`config.mk`:
```
export PLATFORM = sky130hd
export DESIGN_NAME = baud_timer_top
export DESIGN_NICKNAME = d
export VERILOG_FILES = /design/src/rtl/baud_timer_pkg.sv /design/src/rtl/osc_phase_gen.sv /design/src/rtl/count_prescaler.sv /design/src/rtl/reload_timer.sv /design/src/rtl/baud_tick_div.sv /design/src/rtl/baud_timer_top.sv
export SDC_FILE = /design/constraint.sdc
export NUM_CORES = 1
export LEC_CHECK = 0
export ABC_AREA = 1
export BUFFER_PORTS_ARGS = -buffer_cell sky130_fd_sc_hd__buf_2
export CAP_MARGIN = 20
export CORE_ASPECT_RATIO = 2
export CORE_MARGIN = 5
export CORE_UTILIZATION = 32
export CTS_CLUSTER_DIAMETER = 50
export DETAILED_ROUTE_END_ITERATION = 16
export HOLD_SLACK_MARGIN = 0.08
export PLACE_DENSITY = 0.57
export SETUP_SLACK_MARGIN = 0.15
export SYNTH_ARGS = -nofsm -noshare
export SYNTH_HDL_FRONTEND = slang
export SYNTH_HIERARCHICAL = 1
export SYNTH_SLANG_ARGS = --single-unit
```
`constraint.sdc`:
```
create_clock -name clk -period 4.2 [get_ports clk]
set_input_delay 0 -clock clk [delete_from_list [all_inputs] [get_ports clk]]
set_output_delay 0 -clock clk [all_outputs]
set_load 0.01 [all_outputs]
```
`src/rtl/baud_timer_pkg.sv`:
```
package baud_timer_pkg;
   typedef enum logic [1:0] {
      MUL_1X = 2'b00,
      MUL_2X = 2'b01,
      MUL_4X = 2'b10,
      MUL_4B = 2'b11
   } mult_e;

   // ratio minus one, system cycles per oscillator period
   function automatic logic [1:0] ratio_m1(input logic [1:0] code);
      case (code)
         2'b00:   ratio_m1 = 2'd0;
         2'b01:   ratio_m1 = 2'd1;
         default: ratio_m1 = 2'd3;
      endcase
   endfunction
endpackage

```
`src/rtl/osc_phase_gen.sv`:
```
module osc_phase_gen
   import baud_timer_pkg::*;
(
   input  logic       clk,
   input  logic       rst_n,
   input  logic [1:0] mult_mode,
   output logic       osc_ce
);
   logic [1:0] phase_q;
   logic [1:0] last_idx;

   assign last_idx = ratio_m1(mult_mode);
   assign osc_ce   = (phase_q >= last_idx);

   always_ff @(posedge clk or negedge rst_n) begin
      if (!rst_n)      phase_q <= '0;
      else if (osc_ce) phase_q <= '0;
      else             phase_q <= phase_q + 2'd1;
   end

   AST_OSC_SPACING: assert property (@(posedge clk) disable iff (!rst_n)
      (mult_mode != 2'b00 && osc_ce) |=> (!osc_ce || $past(mult_mode) != mult_mode));
endmodule

```
`src/rtl/count_prescaler.sv`:
```
module count_prescaler #(
   parameter int SLOW_DIV = 12,
   parameter int MID_DIV  = 4
)(
   input  logic clk,
   input  logic rst_n,
   input  logic osc_ce,
   output logic slow_ce,
   output logic mid_ce
);
   localparam int SW = (SLOW_DIV > 1) ? $clog2(SLOW_DIV) : 1;

   logic [SW-1:0] slow_q;
   assign slow_ce = osc_ce && (slow_q == SW'(SLOW_DIV - 1));

   always_ff @(posedge clk or negedge rst_n) begin
      if (!rst_n)       slow_q <= '0;
      else if (slow_ce) slow_q <= '0;
      else if (osc_ce)  slow_q <= slow_q + 1'b1;
   end

   generate
      if (MID_DIV == 1) begin : g_mid_pass
         assign mid_ce = 1'b1;
      end else begin : g_mid_cnt
         localparam int MW = $clog2(MID_DIV);
         logic [MW-1:0] mid_q;
         assign mid_ce = (mid_q == MW'(MID_DIV - 1));
         always_ff @(posedge clk or negedge rst_n) begin
            if (!rst_n)      mid_q <= '0;
            else if (mid_ce) mid_q <= '0;
            else             mid_q <= mid_q + 1'b1;
         end
         AST_MID_SPACING: assert property (@(posedge clk) disable iff (!rst_n)
            mid_ce |=> !mid_ce);
      end
   endgenerate

   AST_SLOW_ON_OSC: assert property (@(posedge clk) disable iff (!rst_n)
      slow_ce |-> osc_ce);
   AST_SLOW_SPACING: assert property (@(posedge clk) disable iff (!rst_n)
      slow_ce |=> !slow_ce);
endmodule

```
`src/rtl/reload_timer.sv`:
```
module reload_timer #(
   parameter int TMR_W = 8
)(
   input  logic             clk,
   input  logic             rst_n,
   input  logic             count_ce,
   input  logic [TMR_W-1:0] reload,
   output logic             ovf_pulse
);
   localparam logic [TMR_W-1:0] TOP = '1;

   logic [TMR_W-1:0] tmr_q;

   always_ff @(posedge clk or negedge rst_n) begin
      if (!rst_n) begin
         tmr_q     <= '0;
         ovf_pulse <= 1'b0;
      end else begin
         ovf_pulse <= 1'b0;
         if (count_ce) begin
            if (tmr_q == TOP) begin
               tmr_q     <= reload;
               ovf_pulse <= 1'b1;
            end else begin
               tmr_q <= tmr_q + 1'b1;
            end
         end
      end
   end

   AST_RELOAD_LOAD: assert property (@(posedge clk) disable iff (!rst_n)
      (count_ce && tmr_q == TOP) |=> (tmr_q == $past(reload)));
   AST_OVF_CAUSE: assert property (@(posedge clk) disable iff (!rst_n)
      ovf_pulse |-> $past(count_ce));
   AST_FREEZE_HOLD: assert property (@(posedge clk) disable iff (!rst_n)
      !count_ce |=> ($stable(tmr_q) && !ovf_pulse));
endmodule

```
`src/rtl/baud_tick_div.sv`:
```
module baud_tick_div (
   input  logic clk,
   input  logic rst_n,
   input  logic ovf_in,
   input  logic dbl,
   output logic baud_tick
);
   logic half_q;

   always_ff @(posedge clk or negedge rst_n) begin
      if (!rst_n) begin
         half_q    <= 1'b0;
         baud_tick <= 1'b0;
      end else begin
         baud_tick <= 1'b0;
         if (ovf_in) begin
            if (dbl) begin
               baud_tick <= 1'b1;
            end else begin
               baud_tick <= half_q;
               half_q    <= ~half_q;
            end
         end
      end
   end

   AST_TICK_NEEDS_OVF: assert property (@(posedge clk) disable iff (!rst_n)
      baud_tick |-> $past(ovf_in));
   AST_DBL_EVERY_OVF: assert property (@(posedge clk) disable iff (!rst_n)
      (ovf_in && dbl) |=> baud_tick);
endmodule

```
`src/rtl/baud_timer_top.sv`:
```
module baud_timer_top #(
   parameter int TMR_W    = 8,
   parameter int SLOW_DIV = 12,
   parameter int MID_DIV  = 4
)(
   input  logic             clk,
   input  logic             rst_n,
   input  logic             run,
   input  logic [1:0]       mult_mode,
   input  logic             sel_mid,
   input  logic             sel_fast,
   input  logic [TMR_W-1:0] reload,
   input  logic             dbl,
   output logic             ovf_pulse,
   output logic             baud_tick
);
   generate
      if (TMR_W < 2) begin : g_bad_width
         $error("TMR_W must be at least 2");
      end
      if (SLOW_DIV < 2) begin : g_bad_slow
         $error("SLOW_DIV must be at least 2");
      end
      if (MID_DIV < 1) begin : g_bad_mid
         $error("MID_DIV must be at least 1");
      end
   endgenerate

   logic osc_ce, slow_ce, mid_ce, src_ce, count_ce;

   osc_phase_gen u_phase (
      .clk(clk), .rst_n(rst_n), .mult_mode(mult_mode), .osc_ce(osc_ce)
   );

   count_prescaler #(.SLOW_DIV(SLOW_DIV), .MID_DIV(MID_DIV)) u_pre (
      .clk(clk), .rst_n(rst_n), .osc_ce(osc_ce),
      .slow_ce(slow_ce), .mid_ce(mid_ce)
   );

   // fastest select wins over the divide-by-four select
   always_comb begin
      if (sel_fast)     src_ce = 1'b1;
      else if (sel_mid) src_ce = mid_ce;
      else              src_ce = slow_ce;
   end
   assign count_ce = run & src_ce;

   reload_timer #(.TMR_W(TMR_W)) u_tmr (
      .clk(clk), .rst_n(rst_n), .count_ce(count_ce),
      .reload(reload), .ovf_pulse(ovf_pulse)
   );

   baud_tick_div u_div (
      .clk(clk), .rst_n(rst_n), .ovf_in(ovf_pulse),
      .dbl(dbl), .baud_tick(baud_tick)
   );

   AST_STOP_NO_OVF: assert property (@(posedge clk) disable iff (!rst_n)
      !run |=> !ovf_pulse);
endmodule

```
Word level (Yosys, flattened, before mapping)
Cells that the tools add are included.
- word-level logic and storage cells: 35
- bits in registers: 19
- input port bits: 16
- output and inout port bits: 2
- mux-type cells: 12
- reduce and logical (&&, ||, !) cells: 4
- add/subtract/negate cells: 4
- bitwise logic cells: 3
- eq/ne operators: 4
- order comparisons: 1
- operators with widths (kind ; number):
    $add 8x1->8 const B ; 1
    $eq 8x8->1 const B ; 1
    $mux 4 ; 2
    $mux 8 ; 1
    $mux 1 ; 6
    $add 2x1->2 const B ; 2
    $add 4x1->4 const B ; 1
    $eq 4x4->1 const B ; 1
    $mux 2 ; 2
    $pmux 2 s2 ; 1
    $eq 2x1->1 const B ; 1
    $eq 2x2->1 const B ; 1
    $ge 2x2->1 ; 1
    $logic_not 2->1 ; 1
    $not 1->1 ; 2
    $reduce_and 2->1 ; 1
    $reduce_bool 2->1 ; 1
    $and 1x1->1 ; 1
    $logic_and 1x1->1 ; 1

Longest topological paths before layout
- word-level depth: 8
- gate-level depth with buffers: 18
- gate-level depth less buffers: 18

Hierarchy
Netlist, hierarchy kept.
- by module, submodules not included (module ; times used ; cells an instance ; area an instance (µm²) ; seq. area each (µm²)):
    reload_timer ; 1 ; 86 ; 595.6 ; 225.2
    count_prescaler ; 1 ; 32 ; 270.3 ; 150.1
    osc_phase_gen ; 1 ; 18 ; 138.9 ; 50.0
    baud_tick_div ; 1 ; 10 ; 82.6 ; 50.0
    baud_timer_top ; 1 ; 8 ; 30.0 ; 0.0

Least setup slack after synthesis
OpenSTA, ideal clock, no wires.
- path kind: register -> register
- start point: register u_phase.phase_q[1]
- end point: register u_tmr.tmr_q[6]
- arrival: 1720 ps
- path slack: 2360 ps
- buffers on the path: 0
- required time: 4080 ps
- cell stages (with the launch flop): 17
- cells stage by stage: dfrtp_1 > ha_1 > nand2_1 > nand3_2 > nand2_1 > inv_2 > nand3_1 > inv_1 > inv_1 > nor2_1 > nor2_1 > nor2_1 > inv_1 > nor2_1 > nand2_1 > o21ai_0 > inv_1
- cells in the longest elaborated chain, start to end: 5
- RTL lines (what ; line ; text):
    start: declaration ; osc_phase_gen.sv:9 ; logic [1:0] phase_q;
    start signal: assignment ; osc_phase_gen.sv:18 ; else phase_q <= phase_q + 2'd1;
    $ge 2x2->1 ; osc_phase_gen.sv:13 ; assign osc_ce = (phase_q >= last_idx);
    via osc_ce ; baud_timer_top.sv:29 ; logic osc_ce, slow_ce, mid_ce, src_ce, count_ce;
    $logic_and 1x1->1 ; count_prescaler.sv:14 ; assign slow_ce = osc_ce && (slow_q == SW'(SLOW_DIV - 1));
    via slow_ce ; baud_timer_top.sv:29 ;
    $mux 1 ; baud_timer_top.sv:43 ; else if (sel_mid) src_ce = mid_ce;
    $mux 1 ; baud_timer_top.sv:42 ; if (sel_fast) src_ce = 1'b1;
    $and 1x1->1 ; baud_timer_top.sv:46 ; assign count_ce = run & src_ce;
    via count_ce ; baud_timer_top.sv:29 ;
    end signal: assignment ; reload_timer.sv:22 ; tmr_q <= reload;
    end signal: assignment ; reload_timer.sv:25 ; tmr_q <= tmr_q + 1'b1;
    end: declaration ; reload_timer.sv:12 ; logic [TMR_W-1:0] tmr_q;
The timed path passes the listed nets, and every way through them passes these cells.
A chain may end at the register's enable or synchronous reset.

Final worst setup path
Same ends and word-level chain as after synthesis.

==> results.json <==
{
  "crit_fanout": 11,
  "cap_violations": 0,
  "critical-path-max-stage-delay_ns": 0.50,
  "p_int_w": 0.000393,
  "rows": 30,
  "ios": 18,
  "dieArea_um2": 4840,
  "finClkSkew_ns": 0.00487,
  "cts_tree": "yes",
  "ys_seq_area_frac": 0.426,
  "cts-htree-levels": 1,
  "ys_types": 20,
  "arrival_ns": 2.82,
  "critical_path_class": "register to register",
  "n_antenna_cell": 0,
  "synthMuxAreaShare": 0,
  "wl_mm": 2.24,
  "slowest_stage": "nor2_1",
  "hold_viol_final": 0,
  "grt_max_degree": 20,
  "max-vdd-ir-drop_mv": 0.206,
  "leakage_nw": 0.745,
  "maxSlewViolCount": 0,
  "power.density_nw_per_um2": 480,
  "fmax_mhz": 374,
  "insertion_delay_ns": 0.26,
  "critPathBufInv": 5,
  "power_switching_w": 0.000250,
  "die_h_um": 93.6,
  "tightest_slew_ns": 0.659,
  "fin_crit_sh": 0.637,
  "clockBufferDepth": 2,
  "synth_area_per_cell_um2": 7.26,
  "p_clk_frac": 0.197,
  "clk_pin_slew_worst_paths_ns": 0.07,
  "rsz0062_at_grt": "false",
  "status": "complete, no violations",
  "cp_top_family": "simple AND/OR/NAND/NOR gates",
  "synth_cells": 154,
  "synthAdderAreaFrac": 0.0560,
  "nets": 202,
  "power_switching_share": 0.389,
  "netlist_area_um2": 1120,
  "grt_pass1_wl_mm": 4.27,
  "hold_path.class": "input pin to register",
  "first_iter_violations": 32,
  "crit_path_cell_trace": "ha_1 -> nand2_1 -> nand3_2 -> nand2_1 -> inv_2 -> nand3_1 -> inv_1 -> inv_1 -> nor2_1 -> nor2_1 -> nor2_1 -> inv_1 -> nor2_1 -> nand2_1 -> o21ai_0 -> inv_1",
  "synth-seq-cells": 19,
  "p_seq_frac": 0.460,
  "clock-root-buffer": "clkbuf_8",
  "synthSimpleGateAreaFrac": 0.364,
  "cts_setup_buffers": 0,
  "finish.instance_area_um2": 1340,
  "worst_ep_required_time_ns": 4.35,
  "start_kind": "register",
  "grt.overflow.total": 0,
  "relSlewSlack": 0.559,
  "cts-buffers-inserted": 3,
  "areaGrowthSynthToFinish_pct": 19.9,
  "grt_use_total": 0.111,
  "nFillCells": 354,
  "gp_congestion": 0.835,
  "synth_xor_area_frac": 0,
  "drive_above_1_share": 0.189,
  "firstDrtPassIters": 4,
  "timing.setup.tns_ns": 0,
  "avgViaCountPerCell": 4.67,
  "clkSinkCount": 19,
  "coreArea_um2": 3380,
  "comb_power_share": 0.343,
  "period_needed_ns": 2.67,
  "antenna_found_initial": 0,
  "drc": 0,
  "start_util": 0.331,
  "antenna_left": 0,
  "dieWidth_um": 51.8,
  "post_drt_wl_per_cell_um": 10.6,
  "grt_pass1_vias": 1051,
  "post-dp-hpwl_mm": 1.76,
  "synth_top_family_by_area": "simple AND/OR/NAND/NOR gates",
  "synth_fp_nets": 175,
  "placed_cell_area_um2": 1230,
  "endpoint_kind": "register",
  "synth-compound-area-share": 0.0571,
  "io_buffers": 17,
  "num_vias": 991,
  "yosys_warnings": 6,
  "setup_viol": 0
}
[cells by family (layout without fill, tap and decap cells)]
logic type      Yosys count  in the layout
compound gates           12             12
fa+ha+maj                 5              5
buf+inv                  28             54
flops                    19             19
simple gates             90             90
[power by group through the flow]
stage / combinational, W / clock [W] / sequential [W]
finish: 0.000221 / 0.000127 / 0.000296
CTS: 0.000225 / 0.000133 / 0.000296
detailed placement: 0.000220 / 0 / 0.000300
global placement: 0.000218 / 0 / 0.000295
floorplan: 0.000177 / 0 / 0.000285
global route: 0.000273 / 0.000141 / 0.000307
[metal layers]
| layer | GRT usage | up-vias | part of all wire |
|---|---|---|---|
| met5 | 0 | - | 0 |
| met4 | 0.0460 | 0 | 0.019 |
| met3 | 0.0144 | 6 | 0.059 |
| met2 | 0.203 | 26 | 0.53 |
| met1 | 0.123 | 439 | 0.39 |
| li1 | - | 520 | - |
[timing repair]
| action | in CTS | in global routing |
|---|---|---|
| setup endpoints to repair | 0 | 0 |
| resized for setup | 0 | 0 |
| hold endpoints to repair | 25 | 0 |
| hold buffers | 6 | 0 |
[stage by stage]
stage / std cells / setup slack [ns] / power (W) / hold WS [ns] / utilization
final: 212 / 1.53 / 0.000644 / 0.0825 / 0.397
after global routing: 212 / 1.12 / 0.000721 / 0.139 / 0.397
after CTS: 212 / 1.49 / 0.000654 / 0.0887 / 0.397
after detailed placement: 202 / 1.51 / 0.000519 / -0.0264 / 0.366
after global placement: 202 / 1.72 / 0.000513 / -0.0337 / 0.366
after floorplan: 154 / 2.36 / 0.000461 / -0.296 / -
[final cells by class]
class / count / area [um2] / area share
inverter: 27 / 101 / 0.0756
multi-input combinational: 107 / 533 / 0.398
timing repair buffer: 23 / 145 / 0.108
sequential: 19 / 475 / 0.355
clock buffer: 4 / 45.0 / 0.0336
tap: 32 / 40.0 / 0.0299
[final timing paths]
| check | from | endpoint | slack (ns) | cells after the start |
|---|---|---|---|---|
| worst max register to register | u_phase/phase_q[1] | u_tmr/tmr_q[6] | 1.53 | 16 |
| max in group asynchronous | rst_n | u_pre/g_mid_cnt.mid_q[0] | 3.69 | 2 |
| worst min-delay path | reload[1] | u_tmr/tmr_q[1] | 0.08 | 5 |
| min in group asynchronous | rst_n | u_div/half_q | 0.21 | 2 |
| worst max-delay path | u_phase/phase_q[1] | u_tmr/tmr_q[6] | 1.53 | 16 |
| worst min register to register | u_pre/g_mid_cnt.mid_q[0] | u_pre/g_mid_cnt.mid_q[0] | 0.43 | 1 |
[synth_stat cells (all sizes together)]
| library cell | count | area (um2) |
|---|---|---|
| nand3b | 1 | 7.51 |
| nand3 | 14 | 75.1 |
| o21ai | 8 | 40.0 |
| inv | 27 | 101 |
| ha | 5 | 62.6 |
| nor2 | 20 | 95.1 |
| nand2 | 54 | 223 |
| buf | 1 | 7.51 |
| a21oi | 2 | 10.0 |
| or2 | 1 | 6.26 |
| dfrtp | 19 | 475 |
| a21boi | 1 | 7.51 |
| a31oi | 1 | 6.26 |
[worst register-to-register path, delay by kind of cell (launching register included)]
kind,cells,cell delay (ns)
simple gates,9,1.28
compound gates,1,0.09
fa+ha+maj,1,0.31
buf+inv,5,0.48
flops,1,0.40
[placed cells by master, fill, tap and decap left out]
| cell type | n |
|---|---|
| a21boi_0 | 1 |
| a21oi_1 | 2 |
| a31oi_1 | 1 |
| buf_2 | 17 |
| clkbuf_1 | 1 |
| clkbuf_8 | 3 |
| dfrtp_1 | 19 |
| dlygate4sd3_1 | 6 |
| ha_1 | 5 |
| inv_1 | 25 |
| inv_2 | 2 |
| nand2_1 | 48 |
| nand2_2 | 5 |
| nand2_4 | 1 |
| nand3_1 | 13 |
| nand3_2 | 1 |
| nand3b_1 | 1 |
| nor2_1 | 16 |
| nor2_2 | 2 |
| nor2_4 | 2 |
| o21ai_0 | 6 |
| o21ai_1 | 2 |
| or2_2 | 1 |
[state kept, by name, indices dropped and copies added, names as in the netlist]
signal and flops:
u_pre/g_mid_cnt.mid_q 2, u_div/baud_tick 1, u_tmr/tmr_q 8, u_div/half_q 1
u_tmr/ovf_pulse 1, u_phase/phase_q 2, u_pre/slow_q 4
(Power assumes the default switching activity.)
